<file path="config.mk">
export PLATFORM = sky130hd
export DESIGN_NAME = txbyte_link
export DESIGN_NICKNAME = d
export VERILOG_FILES = /design/src/rtl/txbyte_pkg.sv /design/src/rtl/txbyte_ctrl.sv /design/src/rtl/txbyte_dpath.sv /design/src/rtl/txbyte_link.sv
export SDC_FILE = /design/constraint.sdc
export NUM_CORES = 1
export LEC_CHECK = 0
export BUFFER_PORTS_ARGS = -buffer_cell sky130_fd_sc_hd__buf_2
export CAP_MARGIN = 30
export CORE_ASPECT_RATIO = 1.1
export CORE_MARGIN = 1.5
export CORE_UTILIZATION = 49
export CTS_BUF_LIST = sky130_fd_sc_hd__clkbuf_2 sky130_fd_sc_hd__clkbuf_4 sky130_fd_sc_hd__clkbuf_8
export CTS_CLUSTER_SIZE = 8
export DETAILED_ROUTE_END_ITERATION = 8
export GPL_ROUTABILITY_DRIVEN = 0
export PLACE_DENSITY = 0.77
export SLEW_MARGIN = 20
export SYNTH_ARGS = -nofsm -noshare
export SYNTH_HDL_FRONTEND = slang
export SYNTH_HIERARCHICAL = 1
export SYNTH_SLANG_ARGS = --single-unit
</file>
<file path="constraint.sdc">
create_clock -name clk -period 2 [get_ports clk]
set_input_delay 0.6 -clock clk [delete_from_list [all_inputs] [get_ports clk]]
set_output_delay 0.6 -clock clk [all_outputs]
set_load 0.05 [all_outputs]
</file>
<file path="src/rtl/txbyte_pkg.sv">
package txbyte_pkg;
  typedef enum logic [1:0] {ST_IDLE, ST_WAIT, ST_SEND} txState_e;

  typedef struct packed {
    logic loadByte;
    logic takeLen;
    logic countDown;
    logic setFlag;
    logic doneHit;
    logic errHit;
  } txCtl_s;
endpackage

</file>
<file path="src/rtl/txbyte_ctrl.sv">
module txbyte_ctrl
  import txbyte_pkg::*;
(
  input  logic   clk,
  input  logic   rstN,
  input  logic   startWr,
  input  logic   dataWr,
  input  logic   outReady,
  input  logic   holdIsZero,
  input  logic   lastPayload,
  output txCtl_s ctl,
  output logic   busy,
  output logic   sendActive
);
  txState_e state, nextState;
  logic lenPhase;

  always_comb begin
    ctl = '0;
    nextState = state;
    case (state)
      ST_IDLE: begin
        if (dataWr) ctl.errHit = 1'b1;
        if (startWr) begin
          nextState = ST_WAIT;
          ctl.setFlag = 1'b1;
        end
      end
      ST_WAIT: begin
        if (dataWr) begin
          ctl.loadByte = 1'b1;
          nextState = ST_SEND;
        end
      end
      ST_SEND: begin
        if (dataWr) ctl.errHit = 1'b1;
        if (outReady) begin
          if (lenPhase) begin
            ctl.takeLen = 1'b1;
            if (holdIsZero) begin
              ctl.doneHit = 1'b1;
              nextState = ST_IDLE;
            end else begin
              ctl.setFlag = 1'b1;
              nextState = ST_WAIT;
            end
          end else begin
            ctl.countDown = 1'b1;
            if (lastPayload) begin
              ctl.doneHit = 1'b1;
              nextState = ST_IDLE;
            end else begin
              ctl.setFlag = 1'b1;
              nextState = ST_WAIT;
            end
          end
        end
      end
      default: nextState = ST_IDLE;
    endcase
  end

  always_ff @(posedge clk) begin
    if (!rstN) begin
      state <= ST_IDLE;
      lenPhase <= 1'b0;
    end else begin
      state <= nextState;
      if (state == ST_IDLE && startWr) lenPhase <= 1'b1;
      else if (ctl.takeLen) lenPhase <= 1'b0;
    end
  end

  assign busy = (state != ST_IDLE);
  assign sendActive = (state == ST_SEND);
endmodule

</file>
<file path="src/rtl/txbyte_dpath.sv">
module txbyte_dpath
  import txbyte_pkg::*;
#(
  parameter int DATA_W = 8
) (
  input  logic              clk,
  input  logic              rstN,
  input  txCtl_s            ctl,
  input  logic              clrWr,
  input  logic [DATA_W-1:0] wrData,
  output logic [DATA_W-1:0] holdByte,
  output logic              holdIsZero,
  output logic              lastPayload,
  output logic              flagQ,
  output logic              doneQ,
  output logic              errQ
);
  logic [DATA_W-1:0] remain;

  always_ff @(posedge clk) begin
    if (!rstN) begin
      holdByte <= '0;
      remain   <= '0;
      flagQ    <= 1'b0;
      doneQ    <= 1'b0;
      errQ     <= 1'b0;
    end else begin
      if (ctl.loadByte) holdByte <= wrData;
      if (ctl.takeLen) remain <= holdByte;
      else if (ctl.countDown) remain <= remain - 1'b1;
      if (ctl.setFlag) flagQ <= 1'b1;
      else if (clrWr) flagQ <= 1'b0;
      doneQ <= ctl.doneHit;
      errQ  <= ctl.errHit;
    end
  end

  assign holdIsZero  = (holdByte == '0);
  assign lastPayload = (remain == DATA_W'(1));
endmodule

</file>
<file path="src/rtl/txbyte_link.sv">
module txbyte_link #(
  parameter int          DATA_W    = 8,
  parameter int          ADDR_W    = 2,
  parameter logic [7:0]  START_CMD = 8'h03
) (
  input  logic              clk,
  input  logic              rstN,
  input  logic              regWrEn,
  input  logic [ADDR_W-1:0] regAddr,
  input  logic [DATA_W-1:0] regWrData,
  output logic              readyFlag,
  output logic              busy,
  output logic              donePulse,
  output logic              errPulse,
  output logic              outValid,
  output logic [DATA_W-1:0] outData,
  input  logic              outReady
);
  import txbyte_pkg::*;

  localparam logic [ADDR_W-1:0] ADDR_CMD  = ADDR_W'(0);
  localparam logic [ADDR_W-1:0] ADDR_DATA = ADDR_W'(1);
  localparam logic [ADDR_W-1:0] ADDR_CLR  = ADDR_W'(2);

  txCtl_s ctl;
  logic startWr, dataWr, clrWr, holdIsZero, lastPayload;

  assign startWr = regWrEn && regAddr == ADDR_CMD && regWrData == DATA_W'(START_CMD);
  assign dataWr  = regWrEn && regAddr == ADDR_DATA;
  assign clrWr   = regWrEn && regAddr == ADDR_CLR;

  txbyte_ctrl ctrl_i (
    .clk(clk), .rstN(rstN), .startWr(startWr), .dataWr(dataWr),
    .outReady(outReady), .holdIsZero(holdIsZero), .lastPayload(lastPayload),
    .ctl(ctl), .busy(busy), .sendActive(outValid)
  );

  txbyte_dpath #(.DATA_W(DATA_W)) dpath_i (
    .clk(clk), .rstN(rstN), .ctl(ctl), .clrWr(clrWr), .wrData(regWrData),
    .holdByte(outData), .holdIsZero(holdIsZero), .lastPayload(lastPayload),
    .flagQ(readyFlag), .doneQ(donePulse), .errQ(errPulse)
  );
endmodule

</file>
### Yosys cells after proc, flatten, opt, wreduce, memory -nomap -nowiden

Cells that the tools add are included.

| word-level totals | value |
|---|---|
| bits in registers | 22 |
| bits of input ports | 14 |
| output and inout port bits | 13 |
| word-level logic and storage cells | 59 |

| operators by class | value |
|---|---|
| add/sub/neg operators | 1 |
| eq/ne operators | 9 |
| multiplexer cells | 26 |
| reduce and logical (&&, ||, !) cells | 16 |

Operators by type and width:

| cell | number |
|---|---|
| $mux W1 | 16 |
| $mux W8 | 2 |
| $mux W2 | 5 |
| $eq A8 B1 Y1 const B | 1 |
| $eq A8 B2 Y1 const B | 1 |
| $logic_not A8 Y1 | 1 |
| $reduce_bool A2 Y1 | 4 |
| $sub A8 B1 Y8 const B | 1 |
| $ne A2 B1 Y1 const B | 3 |
| $pmux W2 S3 | 1 |
| $reduce_and A3 Y1 | 2 |
| $logic_and A1 B1 Y1 | 5 |
| $eq A2 B1 Y1 const B | 2 |
| $eq A2 B2 Y1 const B | 2 |
| $logic_not A2 Y1 | 2 |
| $mux W4 | 1 |
| $pmux W1 S2 | 1 |
| $reduce_and A2 Y1 | 1 |
| $reduce_or A2 Y1 | 1 |

### Longest topological paths before layout

| logic depth | value |
|---|---|
| depth after elaboration | 7 |
| depth in mapped cells | 7 |
| depth with buffers taken out | 7 |

### Hierarchy

Netlist, hierarchy kept.

By module, submodules not included:

| module | times used | cells each | area each (um2) | seq. area each (um2) |
|---|---|---|---|---|
| txbyte_dpath | 1 | 94 | 884.6 | 380.4 |
| txbyte_ctrl | 1 | 26 | 203.9 | 60.1 |
| txbyte_link | 1 | 6 | 51.3 | 0.0 |

### Worst setup path after synthesis

Ideal clock, no wire load.

| timing path | value |
|---|---|
| path type | register to register |
| start | register ctrl_i.state[1] |
| end | register dpath_i.remain[4] |
| library setup time | 74 ps |
| arrival time | 1904 ps |
| data required time | 1926 ps |
| path slack | 21 ps |
| cell stages (with the launch flop) | 8 |
| buffers on the path | 1 |
| clock period less this slack | 1979 ps |
| path through | dfxtp_1 > nor2b_4 > nand2_1 > nor2_1 > buf_2 > nand2_1 > or4_2 > a31oi_1 |

RTL lines:

| element | line | text |
|---|---|---|
| start, declared | txbyte_ctrl.sv:15 | `txState_e state, nextState;` |
| start signal, assigned | txbyte_ctrl.sv:68 | `state <= nextState;` |
| end signal, assigned | txbyte_dpath.sv:29 | `if (ctl.takeLen) remain <= holdByte;` |
| end signal, assigned | txbyte_dpath.sv:30 | `else if (ctl.countDown) remain <= remain - 1'b1;` |
| end, declared | txbyte_dpath.sv:18 | `logic [DATA_W-1:0] remain;` |

==> impl_summary.md <==
Detailed routing
The detail route stage leaves a number of antenna-violating nets equal to 0. The detailed-route wire length is 2409 um. After the first detailed-routing iteration, the DRC count stood at 13.

The average vias per placed instance is approximately 5.4. The total DRC errors in the routed layout is 0. For this run, the detailed router's first-pass iteration total came to 4. The total via count in the routed design is 1018. The mean routed wirelength per cell is 12.68 um.

Setup path
The critical path startpoint category is a register. The critical path contains buffers and inverters numbering 0 combined. Data on the critical path arrives at its endpoint at 2.13 ns. Of all nets on the critical path, the largest fanout is 2. Broken down by cell family, the worst path's largest delay share belongs to simple AND/OR/NAND/NOR gates.

The worst setup path is captured at a register. The cell type of the slowest stage on the worst timing path is or4_4. The delay contributed by the slowest stage of the critical path is 0.55 ns. Traced cell by cell, the critical path runs through or4_4 -> nor4b_2 -> mux2i_1 -> and3_4 -> a21o_1 -> o21a_1. The setup path with the least slack is of type register to register. For the worst setup path, the data required time is 2.21 ns.

Logic synthesis
By instance count, the leading cell after synthesis is dfxtp_1. During synthesis, Yosys emitted a total of 6 warnings. The share of the yosys chip area belonging to registers is between 30% and 40%. The mapped netlist covers 1140 sq um. The proportion of synthesized flip-flops having asynchronous set or reset is 0%. Yosys attributes the largest share of cell area to dfxtp_1 39%, mux2i_1 7.9%, nor2b_1 6.0%. The post-synthesis cell type with the largest combined area is dfxtp_1. The post-synthesis cell type count is 42.

For this run, the leading register cell type out of synthesis is dfxtp_1. Counting every net in the synthesized netlist gives approximately 140. The synthesized design contains 22 register bits. The top-area cell type share of the netlist area is between 30% and 40%.

Counting flops with a built-in enable in the synthesized netlist gives 0. Averaged over all synthesized cells, the footprint is a little over 9 sq um. Synthesis produced 126 cells. Sorting the synthesized cells by how often they occur yields 22 x dfxtp_1, 11 x nor2b_1, 9 x mux2i_1, 9 x o21ai_0, 8 x nor2_1.

Global route
Global routing used 20.38% of the available tracks. The global-route wire length before repair is 3995 um. The total grt overflow is 0. The maximum number of pins on one net before global-route repair is 24. The via count of the first global-routing pass came to 933. The initial antenna violation count is 0.

Power
The reported net switching power is roughly 150 uW. Of the total power, registers draw 61.2%. Combinational cells account for 5.2% of the total power.

The power per cell area is about 510 nW/um^2. Across the VDD grid, the largest voltage drop is 473.4 uV. The internal power summed over all cells is approximately 570 uW. The clock share of power is 33.6%. Net switching is between 20% and 30% of the power. Summed over all cells, the static leakage comes to 0.0006061 uW. The power consumption is 717.5 uW.

Floorplan
The height of the die is 53.59 um. The floorplan step defined a die boundary enclosing 2625 sq um. The I/O pin count is 27. From left edge to right edge, the die measures 48.99 um. The initial utilization of the core area, before any placement, comes to 51.12%. The area of the core is 2230 sq um. The initialized floorplan defines 18 standard-cell rows.

Layout
The share of final-layout standard cells stronger than drive strength 1 is between 20% and 30%. The number of antenna diodes in the final layout is 0. The net count of the finished layout is 177. Relative to the synthesized area, the layout overhead comes to 22.61%. Once layout is done, the placed cells without fillers occupy approximately 1400 sq um.

Timing
The final number of hold-violating endpoints is 0. The share of the clock period used by the worst path after layout is 96.30%. Adding up every negative setup slack in the final design gives 0 ns. For the finished layout, the period the worst path requires is 1.926 ns. The final-report max-slew violation count was 0. The top achievable clock speed is 519.2 MHz. The final-report setup violation count is 0. The remaining max-slew budget at the tightest pin is between 70% and 80%. The transition time at the pin with the least slew margin is roughly 0.32 ns. Clock skew on the completed layout was measured at 0.001416 ns.

Clock tree
Clock tree synthesis inserted a total of 3 buffers. The total clock sinks is 22. Clock-pin slew was measured on the worst setup and hold paths at roughly 0.12 ns. CTS built an H-tree with a depth of 1. The buffer cell driving the clock tree root is clkbuf_4.

The clock latency at the later pin of the worst-skew pair is 0.30 ns. The post-cts hold buffer count is 0. TritonCTS built the clock tree. In this run the post-CTS setup repair buffer count came out at 0.

The maximum count of clock buffers along a single path is 2.

Placement
The number of buffer cells added on primary ports is 26. The total cell area at the placement stage is 1355 sq um. The wire-length estimate of the detail-placed layout is 1859 um.

Run
The tool flagged a number of max-cap violations equal to 0.

Min path
The path class of the lowest-slack min-delay path is register to register.

Outcome
The flow ran to the end, and the final reports show no timing, DRC or antenna violations.
[power groups by stage]
stage | clock network, uW | logic [uW] | registers [uW]
5_1_grt | 268 | 40.8 | 439
3_3_place_gp | 0 | 36.4 | 449
2_1_floorplan | 0 | 13.7 | 451
6_report | 241 | 37.4 | 439
4_1_cts | 251 | 37.5 | 439
3_5_place_dp | 0 | 37.4 | 449
[cell type report]
cell class	instances	area (sq um)
Clock buffer	4	36.28
Multi-Input combinational cell	93	663.1
Inverter	6	22.52
Sequential cell	22	440.4
Fill cell	188	832.0
Timing Repair Buffer	35	197.7
Tap cell	30	37.54
[worst paths after layout]
kind              slack (ns)                 to  depth (start not counted)                 from
hold / removal          0.51  dpath_i/remain[1]                          2  dpath_i/holdByte[1]
setup / recovery        0.07      dpath_i/flagQ                          6    dpath_i/remain[2]
hold reg to reg         0.51  dpath_i/remain[1]                          2  dpath_i/holdByte[1]
setup reg to reg        0.07      dpath_i/flagQ                          6    dpath_i/remain[2]
[cells by family after synthesis]
kind of cell    after synthesis  synth area share, %
mux                           9                7.904
simple gates                 54                30.85
flops                        22                38.64
buf+inv                      11                3.731
xor+xnor                      3                2.306
compound gates               25                14.38
fa+ha+maj                     2                2.195
[through the flow]
stage / hold slack, ns / utilization, % / worst slack [ns] / cells
6_report: 0.5127 / 62.68 / 0.07393 / 190
3_3_place_gp: 0.4850 / 60.77 / -0.03072 / 186
4_1_cts: 0.5100 / 62.40 / 0.04926 / 190
5_1_grt: 0.5687 / 62.68 / -0.02856 / 190
3_5_place_dp: 0.4910 / 60.77 / -0.1202 / 186
2_1_floorplan: 0.4810 / - / 0.02137 / 126
[cells in the final DEF, fill, tap and decap left out, types with 2 or more instances in the layout]
cell type,count
buf_2,26
dfxtp_1,22
nor2b_1,11
mux2i_1,9
o21ai_0,9
buf_4,9
nor2_1,8
nand2_1,6
inv_1,6
and2_1,5
or4_1,4
clkbuf_4,3
o21a_1,3
a31oi_1,3
xnor2_1,3
and3b_1,2
or3_1,2
ha_1,2
[tightest hold or removal path, cell delays in order, from the launching register on]
cell and delay [ns]:
dfxtp_1 0.35, nand2_1 0.06, a21boi_0 0.06
[per-layer routing]
metal / part of all wire (%) / GRT usage, % / up-vias / wire length [um]
met3: 4.6 / 3.611 / 2 / 112
li1: - / - / 518 / -
met2: 51 / 35.84 / 31 / 1227
met1: 43 / 24.22 / 467 / 1045
met4: 1.0 / 10.95 / 0 / 24
met5: 0 / 0 / - / 0
[sequential cells by signal, summed over array words and instances, names as in the netlist]
signal            cells
ctrl_i/lenPhase       1
dpath_i/holdByte      8
dpath_i/doneQ         1
dpath_i/errQ          1
dpath_i/flagQ         1
dpath_i/remain        8
ctrl_i/state          2
[timing repair]
item	4_1_cts	5_1_grt
setup endpoints to repair	0	1
gates resized for setup	0	1
endpoints found under the hold margin	0	0
(Power assumes the default switching activity.)
